`src/rtl/vls_pkg.sv`:
```
package vls_pkg;
  // segment idx (0 = nearest head) holds 2^(n_seg-1-idx) stages
  function automatic int unsigned seg_len(int unsigned n_seg, int unsigned idx);
    return 32'd1 << (n_seg - 1 - idx);
  endfunction
endpackage

```
`src/rtl/vls_trig.sv`:
```
module vls_trig #(
  parameter int unsigned SYNC_STAGES = 2
) (
  input  logic clk_i,
  input  logic rst_ni,
  input  logic pos_i,
  input  logic neg_i,
  output logic shift_o
);
  localparam int unsigned LAST = SYNC_STAGES - 1;

  logic [SYNC_STAGES-1:0] pos_sync, neg_sync;
  logic pos_prev, neg_prev;
  logic pos_now, neg_now;

  always_ff @(posedge clk_i or negedge rst_ni) begin
    if (!rst_ni) begin
      pos_sync <= '0;
      neg_sync <= '0;
      pos_prev <= 1'b0;
      neg_prev <= 1'b0;
    end else begin
      pos_sync[0] <= pos_i;
      neg_sync[0] <= neg_i;
      for (int i = 1; i < SYNC_STAGES; i++) begin
        pos_sync[i] <= pos_sync[i-1];
        neg_sync[i] <= neg_sync[i-1];
      end
      pos_prev <= pos_sync[LAST];
      neg_prev <= neg_sync[LAST];
    end
  end

  assign pos_now = pos_sync[LAST];
  assign neg_now = neg_sync[LAST];
  // rise of pos with neg low, or fall of neg with pos high
  assign shift_o = (pos_now & ~pos_prev & ~neg_now) |
                   (~neg_now & neg_prev & pos_now);

  assert_single_pulse_R6: assert property (@(posedge clk_i) disable iff (!rst_ni)
    shift_o |=> !shift_o);

  assert_no_fall_shift_R5: assert property (@(posedge clk_i) disable iff (!rst_ni)
    ($fell(pos_now) && !$fell(neg_now)) |-> !shift_o);
endmodule

```
`src/rtl/vls_seg.sv`:
```
module vls_seg #(
  parameter int unsigned LEN = 1
) (
  input  logic clk_i,
  input  logic rst_ni,
  input  logic shift_i,
  input  logic d_i,
  output logic tap_o
);
  logic [LEN-1:0] st_q;

  always_ff @(posedge clk_i or negedge rst_ni) begin
    if (!rst_ni) begin
      st_q <= '0;
    end else if (shift_i) begin
      st_q[0] <= d_i;
      for (int i = 1; i < LEN; i++) st_q[i] <= st_q[i-1];
    end
  end

  assign tap_o = st_q[LEN-1];

  assert_seg_entry_R1: assert property (@(posedge clk_i) disable iff (!rst_ni)
    shift_i |=> st_q[0] == $past(d_i));

  assert_seg_hold_R1: assert property (@(posedge clk_i) disable iff (!rst_ni)
    !shift_i |=> $stable(tap_o));
endmodule

```
`src/rtl/varlen_shreg.sv`:
```
module varlen_shreg
  import vls_pkg::*;
#(
  parameter int unsigned NUM_SEG     = 6,
  parameter int unsigned SYNC_STAGES = 2
) (
  input  logic               clk_i,
  input  logic               rst_ni,
  input  logic               trig_pos_i,
  input  logic               trig_neg_i,
  input  logic               src_sel_i,
  input  logic               din_a_i,
  input  logic               din_b_i,
  input  logic [NUM_SEG-1:0] len_sel_i,
  output logic               q_o,
  output logic               qn_o
);
  logic               shift_en;
  logic [NUM_SEG-1:0] len_q;
  logic               din_sel;
  logic               head_q;
  logic [NUM_SEG:0]   chain;
  logic [NUM_SEG-1:0] tap;

  vls_trig #(.SYNC_STAGES(SYNC_STAGES)) u_trig (
    .clk_i  (clk_i),
    .rst_ni (rst_ni),
    .pos_i  (trig_pos_i),
    .neg_i  (trig_neg_i),
    .shift_o(shift_en)
  );

  assign din_sel = src_sel_i ? din_b_i : din_a_i;

  always_ff @(posedge clk_i or negedge rst_ni) begin
    if (!rst_ni) begin
      len_q  <= '0;
      head_q <= 1'b0;
    end else if (shift_en) begin
      len_q  <= len_sel_i;
      head_q <= din_sel;
    end
  end

  assign chain[0] = head_q;

  // largest segment sits next to the head stage
  for (genvar j = 0; j < NUM_SEG; j++) begin : g_seg
    localparam int unsigned W = NUM_SEG - 1 - j;
    vls_seg #(.LEN(seg_len(NUM_SEG, j))) u_seg (
      .clk_i  (clk_i),
      .rst_ni (rst_ni),
      .shift_i(shift_en),
      .d_i    (chain[j]),
      .tap_o  (tap[j])
    );
    assign chain[j+1] = len_q[W] ? tap[j] : chain[j];
  end

  assign q_o  = chain[NUM_SEG];
  assign qn_o = ~q_o;

  assert_hold_between_shifts_R9: assert property (@(posedge clk_i) disable iff (!rst_ni)
    !shift_en |=> $stable(q_o));

  assert_len_capture_R9: assert property (@(posedge clk_i) disable iff (!rst_ni)
    shift_en |=> len_q == $past(len_sel_i));

  assert_head_source_R2: assert property (@(posedge clk_i) disable iff (!rst_ni)
    (shift_en && src_sel_i) |=> head_q == $past(din_b_i));

  assert_head_hold_R2: assert property (@(posedge clk_i) disable iff (!rst_ni)
    !shift_en |=> $stable(head_q));
endmodule

```
`config.mk`:
```
export PLATFORM = sky130hd
export DESIGN_NAME = varlen_shreg
export DESIGN_NICKNAME = d
export VERILOG_FILES = /design/src/rtl/vls_pkg.sv /design/src/rtl/vls_trig.sv /design/src/rtl/vls_seg.sv /design/src/rtl/varlen_shreg.sv
export SDC_FILE = /design/constraint.sdc
export NUM_CORES = 1
export LEC_CHECK = 0
export ABC_CLOCK_PERIOD_IN_PS = 3300
export BUFFER_PORTS_ARGS = -buffer_cell sky130_fd_sc_hd__buf_2
export CORE_MARGIN = 4
export CORE_UTILIZATION = 45
export DETAILED_ROUTE_END_ITERATION = 6
export PLACE_DENSITY = 0.62
export SYNTH_ARGS = -nofsm -noshare
export SYNTH_HDL_FRONTEND = slang
export SYNTH_HIERARCHICAL = 1
export SYNTH_SLANG_ARGS = --single-unit
```
`constraint.sdc`:
```
create_clock -name clk_i -period 3.3 [get_ports clk_i]
set_input_delay 0 -clock clk_i [delete_from_list [all_inputs] [get_ports clk_i]]
set_output_delay 0 -clock clk_i [all_outputs]
set_load 0.05 [all_outputs]
```
==> results of run 1 <==
## worst reg2reg max path, delay by kind of cell, from the launching register on
family        cells  cell delay [ps]
flops             1              360
buf+inv           1              520
simple gates      2              300
mux               1              440
## power by group
part	total, W	internal, W	switching (W)
Combinational	0.000577	0.000375	0.000202
Sequential	0.00134	0.00119	0.000156
Clock	0.000754	0.000426	0.000328
Total	0.00267	0.00199	0.000686
## synthesized netlist by cell type, types with 3 or more instances
library cell	n	area share
buf_12	4	0.025
buf_6	3	0.011
mux2_4	50	0.24
o31ai_1	3	0.0071
nor2_1	5	0.0059
nand2_1	3	0.0036
mux2_2	20	0.071
dfrtp_1	76	0.60
## routing by layer
layer | part of all wire | vias to the layer above | track usage
li1 | - | 685 | -
met1 | 0.49 | 738 | 0.158
met2 | 0.46 | 24 | 0.170
met3 | 0.039 | 6 | 0.0361
met4 | 0.017 | 0 | 0.0594
met5 | 0 | - | 0
## registers in the layout, indices dropped and copies added, names as in the netlist
name / count
g_seg.u_seg/st_q: 62
g_seg.u_seg/tap_o: 1
head_q: 1
len_q: 6
u_trig/neg_prev: 1
u_trig/neg_sync: 2
u_trig/pos_prev: 1
u_trig/pos_sync: 2
## cells by family after synthesis
group                  synth area share
AND/OR/NAND/NOR                  0.0265
multiplexers                      0.311
AO/OA/AOI/OAI                    0.0249
flip-flops                        0.600
buffers and inverters            0.0371
## worst paths after layout
check	start	to	slack [ps]
max	len_q[5]$_DFFE_PN0P_	qn_o	1470
min	trig_pos_i	u_trig/pos_sync[0]$_DFF_PN0_	300
max reg2reg	u_trig/pos_prev$_DFF_PN0_	g_seg[3].u_seg/st_q[1]$_DFFE_PN0P_	1570
min reg2reg	u_trig/neg_sync[0]$_DFF_PN0_	u_trig/neg_sync[1]$_DFF_PN0_	360
max in group asynchronous	rst_ni	g_seg[1].u_seg/st_q[5]$_DFFE_PN0P_	1930
min in group asynchronous	rst_ni	g_seg[0].u_seg/st_q[28]$_DFFE_PN0P_	360
## layout make-up
class	count	area [sq um]
fill	587	3240
sequential	76	1900
multi-input combinational	93	1150
timing repair buffer	28	203
clock buffer	10	128
tap	96	120
clock inverter	6	88.8
## metrics by stage
step / cell area [sq um] / utilization / instances / hold WS, ps
2_1_floorplan: 3170 / - / 177 / -296
3_3_place_gp: 3270 / 0.479 / 282 / 113
3_5_place_dp: 3270 / 0.479 / 282 / 112
4_1_cts: 3600 / 0.526 / 309 / 296
5_1_grt: 3600 / 0.526 / 309 / 305
6_report: 3600 / 0.526 / 309 / 302
## what timing repair did
item	CTS	global route
endpoints found under the hold margin	49	0
resized for setup	0	0
setup endpoints to repair	0	0
buffers inserted	0	0
hold buffers	11	0
==> results.toml, run 1 <==
[outcome]
outcome = "completed"

[placed_design]
pre_cts_ws_ps = 1580
numPortBuffers = 14
dpl.hpwl_microns = 2700
routabilityCongestion = 0.744

[grt]
first_global_vias = 1588
grtUsageTotal = 0.117
grt_max_degree = 42
antenna_found_initial = 0
gr-total-overflow = 0
grt_pass1_wl_microns = 7710

[layout]
nets = 221
final_common_cell = "dfrtp_1"
diodes = 0
syn_to_final_growth_pct = 13.5
drive_above_1_share = 0.498
layout_common_cells = "dfrtp_1, mux2_4, mux2_2"

[synth]
synth_cell_types = 21
seq_area_frac_synth = 0.600
mappedNetlistArea_sq_um = 3170
syn_avg_cell_area_sq_um = 17.9
ys_async_sr_fraction = 1.00
synth_edf_count = 0
synth_ff_type = "dfrtp_1"
syn-instance-count = 177
ys.warnings.count = 6
synth_nets = 190
ys_seq_elements = 76

[clock_network]
clockRootBuffer = "clkbuf_8"
h-tree-depth = 3
clk_pin_slew_worst_paths_ps = 70
cts_buffer_depth = 2
clock_latency_ps = 340
cts_tree = "built"
numCtsBuffers = 9
cts.sinks = 76

[critical_path]
critPathBufInv = 1
r2r_cells = 4
worstSetupPathType = "register to output pin"
crit_chain = "mux2_4, o41ai_4, o31a_1, buf_2"
worstSetupPathDepth = 4
cp_top_family = "compound AO/OA/AOI/OAI gates"
crit_path_top_delay_cell = "dfrtp_1"
cp.arrival_ps = 1830
slowest_delay_ps = 410
worstPathMaxFanout = 4
end_kind = "output pin"
cp-start-kind = "register"
critPathRequiredTime_ps = 3300

[power_and_ir_drop]
power_density_nw_per_um2 = 744
ir_drop_v = 0.000446
power_w = 0.00267
p_leak_nw = 1.70

[timing]
skew_ps = 8.33
tns_ps = 0
worst_pin_slew_ps = 930
finalHoldViolCount = 0
relSlewSlack = 0.380
worst_slack_ps = 1470
grt_setup_unrepaired = "no"
fin_crit_sh = 0.554
fmax_ghz = 0.547
setup_viol = 0
period_minus_slack_ps = 1830
final_max_slew_viol_count = 0

[route]
drt_first_pass_iters = 3
drtIter0Drc = 39
route.detailed.drc = 0
wirelength_microns = 4380
num_vias = 1453
final_antenna_net_count = 0
wl_per_cell_microns = 14.2
vias_per_cell = 4.70

[floorplanning]
die_h_microns = 91.9
fp.dieW_microns = 91.9
die_area_sq_um = 8450
io_pins = 15
core_area_sq_um = 6830
num_rows = 30
start_util = 0.464

[worst_hold_path]
min_path_type = "primary input to register"
whs_path_depth = 2

[job]
drv_cap = 0
Note: power is estimated with default switching activity, not from simulation.
==> inputs of run 2 (changes only) <==
--- a/config.mk
+++ b/config.mk
@@ -5,7 +5,8 @@
 export SDC_FILE = /design/constraint.sdc
 export NUM_CORES = 1
 export LEC_CHECK = 0
-export ABC_CLOCK_PERIOD_IN_PS = 3300
+export ABC_AREA = 1
+export ABC_CLOCK_PERIOD_IN_PS = 1750
 export BUFFER_PORTS_ARGS = -buffer_cell sky130_fd_sc_hd__buf_2
 export CORE_MARGIN = 4
 export CORE_UTILIZATION = 45
==> constraint.sdc (replaced) <==
create_clock -name clk_i -period 1.75 [get_ports clk_i]
set_input_delay 0 -clock clk_i [delete_from_list [all_inputs] [get_ports clk_i]]
set_output_delay 0 -clock clk_i [all_outputs]
set_load 0.05 [all_outputs]
==> run 2 against run 1 <==
Compared with the run above:
- die area is 0.47% higher
- clock skew is 1.4 ps lower
- global-route usage is 1.2 points higher
- register-to-register slack worse by 1200 ps
- utilization fell by 0.16 points
- routed wire length rose by 14%
- cell area shrank 0.31%
==> results.toml, run 2 <==
[grt]
grt_max_degree = 53
first_global_vias = 2056
gr-total-overflow = 0
grt_pass1_wl_microns = 8830
antenna_found_initial = 0
grtUsageTotal = 0.129

[timing]
worst_pin_slew_ps = 417
fin_crit_sh = 0.887
setup_viol = 0
finalHoldViolCount = 0
final_max_slew_viol_count = 0
relSlewSlack = 0.722
skew_ps = 6.89
fmax_ghz = 0.644
grt_setup_unrepaired = "no"
tns_ps = 0
period_minus_slack_ps = 1550

[critical_path]
crit_path_top_delay_cell = "dfrtp_1"
cp_top_family = "simple AND/OR/NAND/NOR gates"
r2r_cells = 7
critPathBufInv = 2
crit_chain = "inv_1, nand2_1, nand3_2, nand3_2, nand3_2, nand3_1, nand3_1, nand2_1, buf_2"
worstSetupPathType = "register to output pin"
cp-start-kind = "register"
cp.arrival_ps = 1550
worstSetupPathDepth = 9
critPathRequiredTime_ps = 1750
slowest_delay_ps = 380
cp_common_cell = "nand3_2"
worstPathMaxFanout = 3
end_kind = "output pin"

[route]
route.detailed.drc = 0
drt_first_pass_iters = 4
vias_per_cell = 4.52
final_antenna_net_count = 0
num_vias = 2139
drtIter0Drc = 113
wirelength_microns = 5010
wl_per_cell_microns = 10.6

[synth]
synth_nets = 358
yosys.area.top_type = "dfrtp_1"
seq_area_frac_synth = 0.597
ys_async_sr_fraction = 1.00
syn_avg_cell_area_sq_um = 9.23
synth_ff_type = "dfrtp_1"
synth_edf_count = 0
ys_seq_elements = 76
mappedNetlistArea_sq_um = 3180
syn-instance-count = 345
synth_cell_types = 19
yosysMostFrequentCell = "nand2_1"
ys.warnings.count = 6
yosys-top-cells-area = "dfrtp_1, nand2_1, nand2_2"
synth_common_cells = "nand2_1, dfrtp_1, nand2_2"
synth_top_area_frac = 0.597

[floorplanning]
num_rows = 30
die_h_microns = 92.1
start_util = 0.466
io_pins = 15
core_area_sq_um = 6830
fp.dieW_microns = 92.1
die_area_sq_um = 8490

[power_and_ir_drop]
p_leak_nw = 1.96
ir_drop_v = 0.000543
power_density_nw_per_um2 = 1110

[placed_design]
numPortBuffers = 14
routabilityCongestion = 0.719
place_area_sq_um = 3280
dpl.hpwl_microns = 3020

[layout]
n_fill_cell = 646
syn_to_final_growth_pct = 12.6
diodes = 0
final_common_cell = "nand2_1"
multi_input_area_sq_um = 1050
top_regs = "g_seg.u_seg/st_q: 62 flops, len_q: 6 flops"
nets = 387
layout_common_cells = "nand2_1, dfrtp_1, nand2_2"
drive_above_1_share = 0.215
largest_reg_flops = 62
final_core_util = 0.525
register_area_sq_um = 1900
fin_area_sq_um = 3580
regMostFlops = "g_seg.u_seg/st_q"

[clock_network]
numCtsBuffers = 9
clock_latency_ps = 330
clockRootBuffer = "clkbuf_8"
cts.sinks = 76
clk_pin_slew_worst_paths_ps = 70
cts_buffer_depth = 2
cts_tree = "built"
h-tree-depth = 3
postCtsResizedCells = 0

[outcome]
outcome = "completed"

[worst_hold_path]
min_path_type = "primary input to asynchronous set/reset pin"

[job]
drv_cap = 0
[run 2: changes by cell type after synthesis, moves of 9 or more]
cell and change:
nand2_1 +178, mux2_4 -50, nand2_2 +31, mux2_2 -20, inv_1 +9
[run 2: power breakdown]
part	switching (W)	internal (W)	total (W)	leakage, nW
registers	0.000162	0.00201	0.00218	1.01
clock network	0.000582	0.000611	0.00119	0.0941
logic	0.000365	0.000236	0.000601	0.851
[run 2: cell families (layout without fill, tap and decap cells)]
family	count (synthesis)	in the layout	synth area share
AO/OA/AOI/OAI	8	8	0.0130
buffers and inverters	31	63	0.0754
flip-flops	76	76	0.597
AND/OR/NAND/NOR	230	230	0.314
[run 2: final cells by class]
| class | count | share of cell area |
|---|---|---|
| repair buffers | 30 | 0.0698 |
| flip-flops and latches | 76 | 0.531 |
| clock inverters | 2 | 0.00279 |
| inverters | 19 | 0.0244 |
| well taps | 96 | 0.0335 |
| clock buffers | 12 | 0.0461 |
| multi-input cells | 238 | 0.293 |
[run 2: layer usage]
layer | up-vias | global-route usage | part of all wire
met2 | 13 | 0.221 | 0.49
met4 | 0 | 0.0594 | 0.015
met1 | 1029 | 0.155 | 0.48
li1 | 1090 | - | -
met3 | 7 | 0.0271 | 0.022
met5 | - | 0 | 0
[run 2: metrics by stage]
step	worst slack (ps)	power (W)	instances	hold slack, ps
after global routing	34.8	0.00421	473	183
after detailed placement	366	0.00280	446	-29.5
after floorplan	38.9	0.00265	345	-296
after global placement	429	0.00278	446	-28.3
after CTS	147	0.00404	473	142
final	198	0.00397	473	145
[run 2: repair_timing]
action | in CTS | in global routing
setup buffers | 0 | 0
hold endpoints to repair | 59 | 0
hold buffers | 13 | 0
[run 2: final timing paths]
path                                               from                                   to  slack [ps]
setup reg to reg           u_trig/neg_sync[1]$_DFF_PN0_   g_seg[2].u_seg/st_q[2]$_DFFE_PN0P_         370
hold reg to reg            u_trig/neg_sync[0]$_DFF_PN0_         u_trig/neg_sync[1]$_DFF_PN0_         360
hold / removal                                   rst_ni   g_seg[3].u_seg/st_q[2]$_DFFE_PN0P_         150
max in group asynchronous                        rst_ni  g_seg[0].u_seg/st_q[23]$_DFFE_PN0P_        1040
setup / recovery                     head_q$_DFFE_PN0P_                                  q_o         200
min in group clk_i                           trig_neg_i         u_trig/neg_sync[0]$_DFF_PN0_         310
==> inputs of run 3 (changes only) <==
--- a/config.mk
+++ b/config.mk
@@ -7,7 +7,7 @@
 export LEC_CHECK = 0
 export ABC_AREA = 1
 export ABC_CLOCK_PERIOD_IN_PS = 1750
-export BUFFER_PORTS_ARGS = -buffer_cell sky130_fd_sc_hd__buf_2
+export BUFFER_PORTS_ARGS = -buffer_cell sky130_fd_sc_hd__buf_4
 export CORE_MARGIN = 4
 export CORE_UTILIZATION = 45
 export DETAILED_ROUTE_END_ITERATION = 6
==> run 3 against run 2 <==
Compared with the run above:
- global-route usage is 0.11 points higher
- register-to-register slack better by 80 ps
- utilization increased by 1.7 points
- largest power group unchanged
- largest cell class unchanged
- highest routed layer unchanged
==> results.toml, run 3 (synthesis results as in run 2) <==
[clock_network]
cts_tree = "built"
h-tree-depth = 3
clk_pin_slew_worst_paths_ps = 80
postCtsSetupBuffers = 0
clockRootBuffer = "clkbuf_8"
clock_latency_ps = 340
numCtsBuffers = 9
cts.sinks = 76
cts_buffer_depth = 2

[critical_path]
worstPathMaxFanout = 3
r2r_cells = 7
end_kind = "output pin"
critPathRequiredTime_ps = 1750
worstSetupPathType = "register to output pin"
cp-start-kind = "register"
cp.arrival_ps = 1520

[power_and_ir_drop]
ir_drop_v = 0.000501
p_int_w = 0.00329
power_density_nw_per_um2 = 1190
p_sw_w = 0.00112
p_leak_nw = 2.01
switching_share = 0.254
power_w = 0.00442
pwr-share-seq = 0.492
clkPwrFrac = 0.368
p_comb_frac = 0.140

[timing]
period_minus_slack_ps = 1520
relSlewSlack = 0.652
skew_ps = 7.01
fin_crit_sh = 0.866
tns_ps = 0
setup_viol = 0
fmax_ghz = 0.660
final_max_slew_viol_count = 0
finalHoldViolCount = 0
worst_pin_slew_ps = 523
grt_setup_unrepaired = "no"

[floorplanning]
core_area_sq_um = 6830
start_util = 0.466
io_pins = 15
die_h_microns = 92.1
die_area_sq_um = 8490
num_rows = 30
fp.dieW_microns = 92.1

[grt]
gr-total-overflow = 0
grt_util_met2 = 0.204
met1_usage = 0.161
antenna_found_initial = 0
grt_max_degree = 53
met3_usage = 0.0468
busiest_layer = "met2"
grtUsageTotal = 0.130
first_global_vias = 2030
grt_pass1_wl_microns = 8780

[layout]
drive_above_1_share = 0.218
nets = 388
diodes = 0
regMostFlops = "g_seg.u_seg/st_q"
largest_reg_flops = 62
layout_common_cells = "nand2_1, dfrtp_1, nand2_2"
top_regs = "g_seg.u_seg/st_q: 62 flops, len_q: 6 flops"
syn_to_final_growth_pct = 16.2
final_common_cell = "nand2_1"

[route]
vias_per_cell = 4.45
wl_per_cell_microns = 10.1
final_antenna_net_count = 0
route.detailed.drc = 0
wirelength_microns = 4820
num_vias = 2118
drt_first_pass_iters = 4
drtIter0Drc = 73

[placed_design]
routabilityCongestion = 0.720
dpl.hpwl_microns = 2970
numPortBuffers = 14

[worst_hold_path]
min_path_type = "primary input to asynchronous set/reset pin"

[outcome]
outcome = "completed"

[job]
drv_cap = 0
[run 3: worst max-delay path, cell delays in order, from the launching register on]
cell     delay, ps
dfrtp_1        400
inv_1           80
nand2_1         80
nand3_2         80
nand3_2         70
nand3_2         70
nand3_1         60
nand3_1         80
nand2_1         60
buf_4          180
[run 3: what timing repair did]
action,in CTS,in global routing
hold buffers,13,0
hold endpoints to repair,47,0
gates resized for setup,0,0
[run 3: through the flow]
stage | area [sq um] | worst slack (ps) | cells | hold WS, ps | utilization
floorplan | 3180 | 38.9 | 345 | -296 | -
global placement | 3320 | 468 | 447 | 17.8 | 0.486
detailed placement | 3320 | 431 | 447 | 22.5 | 0.486
CTS | 3700 | 199 | 476 | 181 | 0.542
global route | 3700 | 98.2 | 476 | 215 | 0.542
finish | 3700 | 234 | 476 | 181 | 0.542
[run 3: path summary, 6_finish.rpt]
check / endpoint / slack, ps / startpoint
setup / recovery: q_o / 230 / head_q$_DFFE_PN0P_
hold / removal: g_seg[3].u_seg/st_q[2]$_DFFE_PN0P_ / 180 / rst_ni
setup reg to reg: g_seg[2].u_seg/st_q[0]$_DFFE_PN0P_ / 450 / u_trig/neg_sync[1]$_DFF_PN0_
hold reg to reg: u_trig/pos_sync[1]$_DFF_PN0_ / 350 / u_trig/pos_sync[0]$_DFF_PN0_
max in group asynchronous: g_seg[0].u_seg/st_q[20]$_DFFE_PN0P_ / 1030 / rst_ni
min in group clk_i: u_trig/pos_sync[0]$_DFF_PN0_ / 310 / trig_pos_i
[run 3: power groups by stage]
stage / logic, W / clock network, W / registers (W)
after global routing: 0.000708 / 0.00176 / 0.00221
after CTS: 0.000634 / 0.00168 / 0.00217
final: 0.000619 / 0.00162 / 0.00217
after detailed placement: 0.000610 / 0 / 0.00220
after global placement: 0.000594 / 0 / 0.00220
after floorplan: 0.000481 / 0 / 0.00217
[run 3: metal layers]
metal | wire [microns] | up-vias
li1 | - | 1103
met5 | 0 | -
met3 | 164 | 6
met2 | 2220 | 21
met1 | 2380 | 988
met4 | 66 | 0
[run 3: area by class of cell]
cell class	instances	area (sq um)
clock buffer	12	155
timing repair buffer	31	290
fill	656	3130
sequential	76	1900
tap	96	120
clock inverter	4	95.1
multi-input combinational	238	1050
inverter	19	87.6
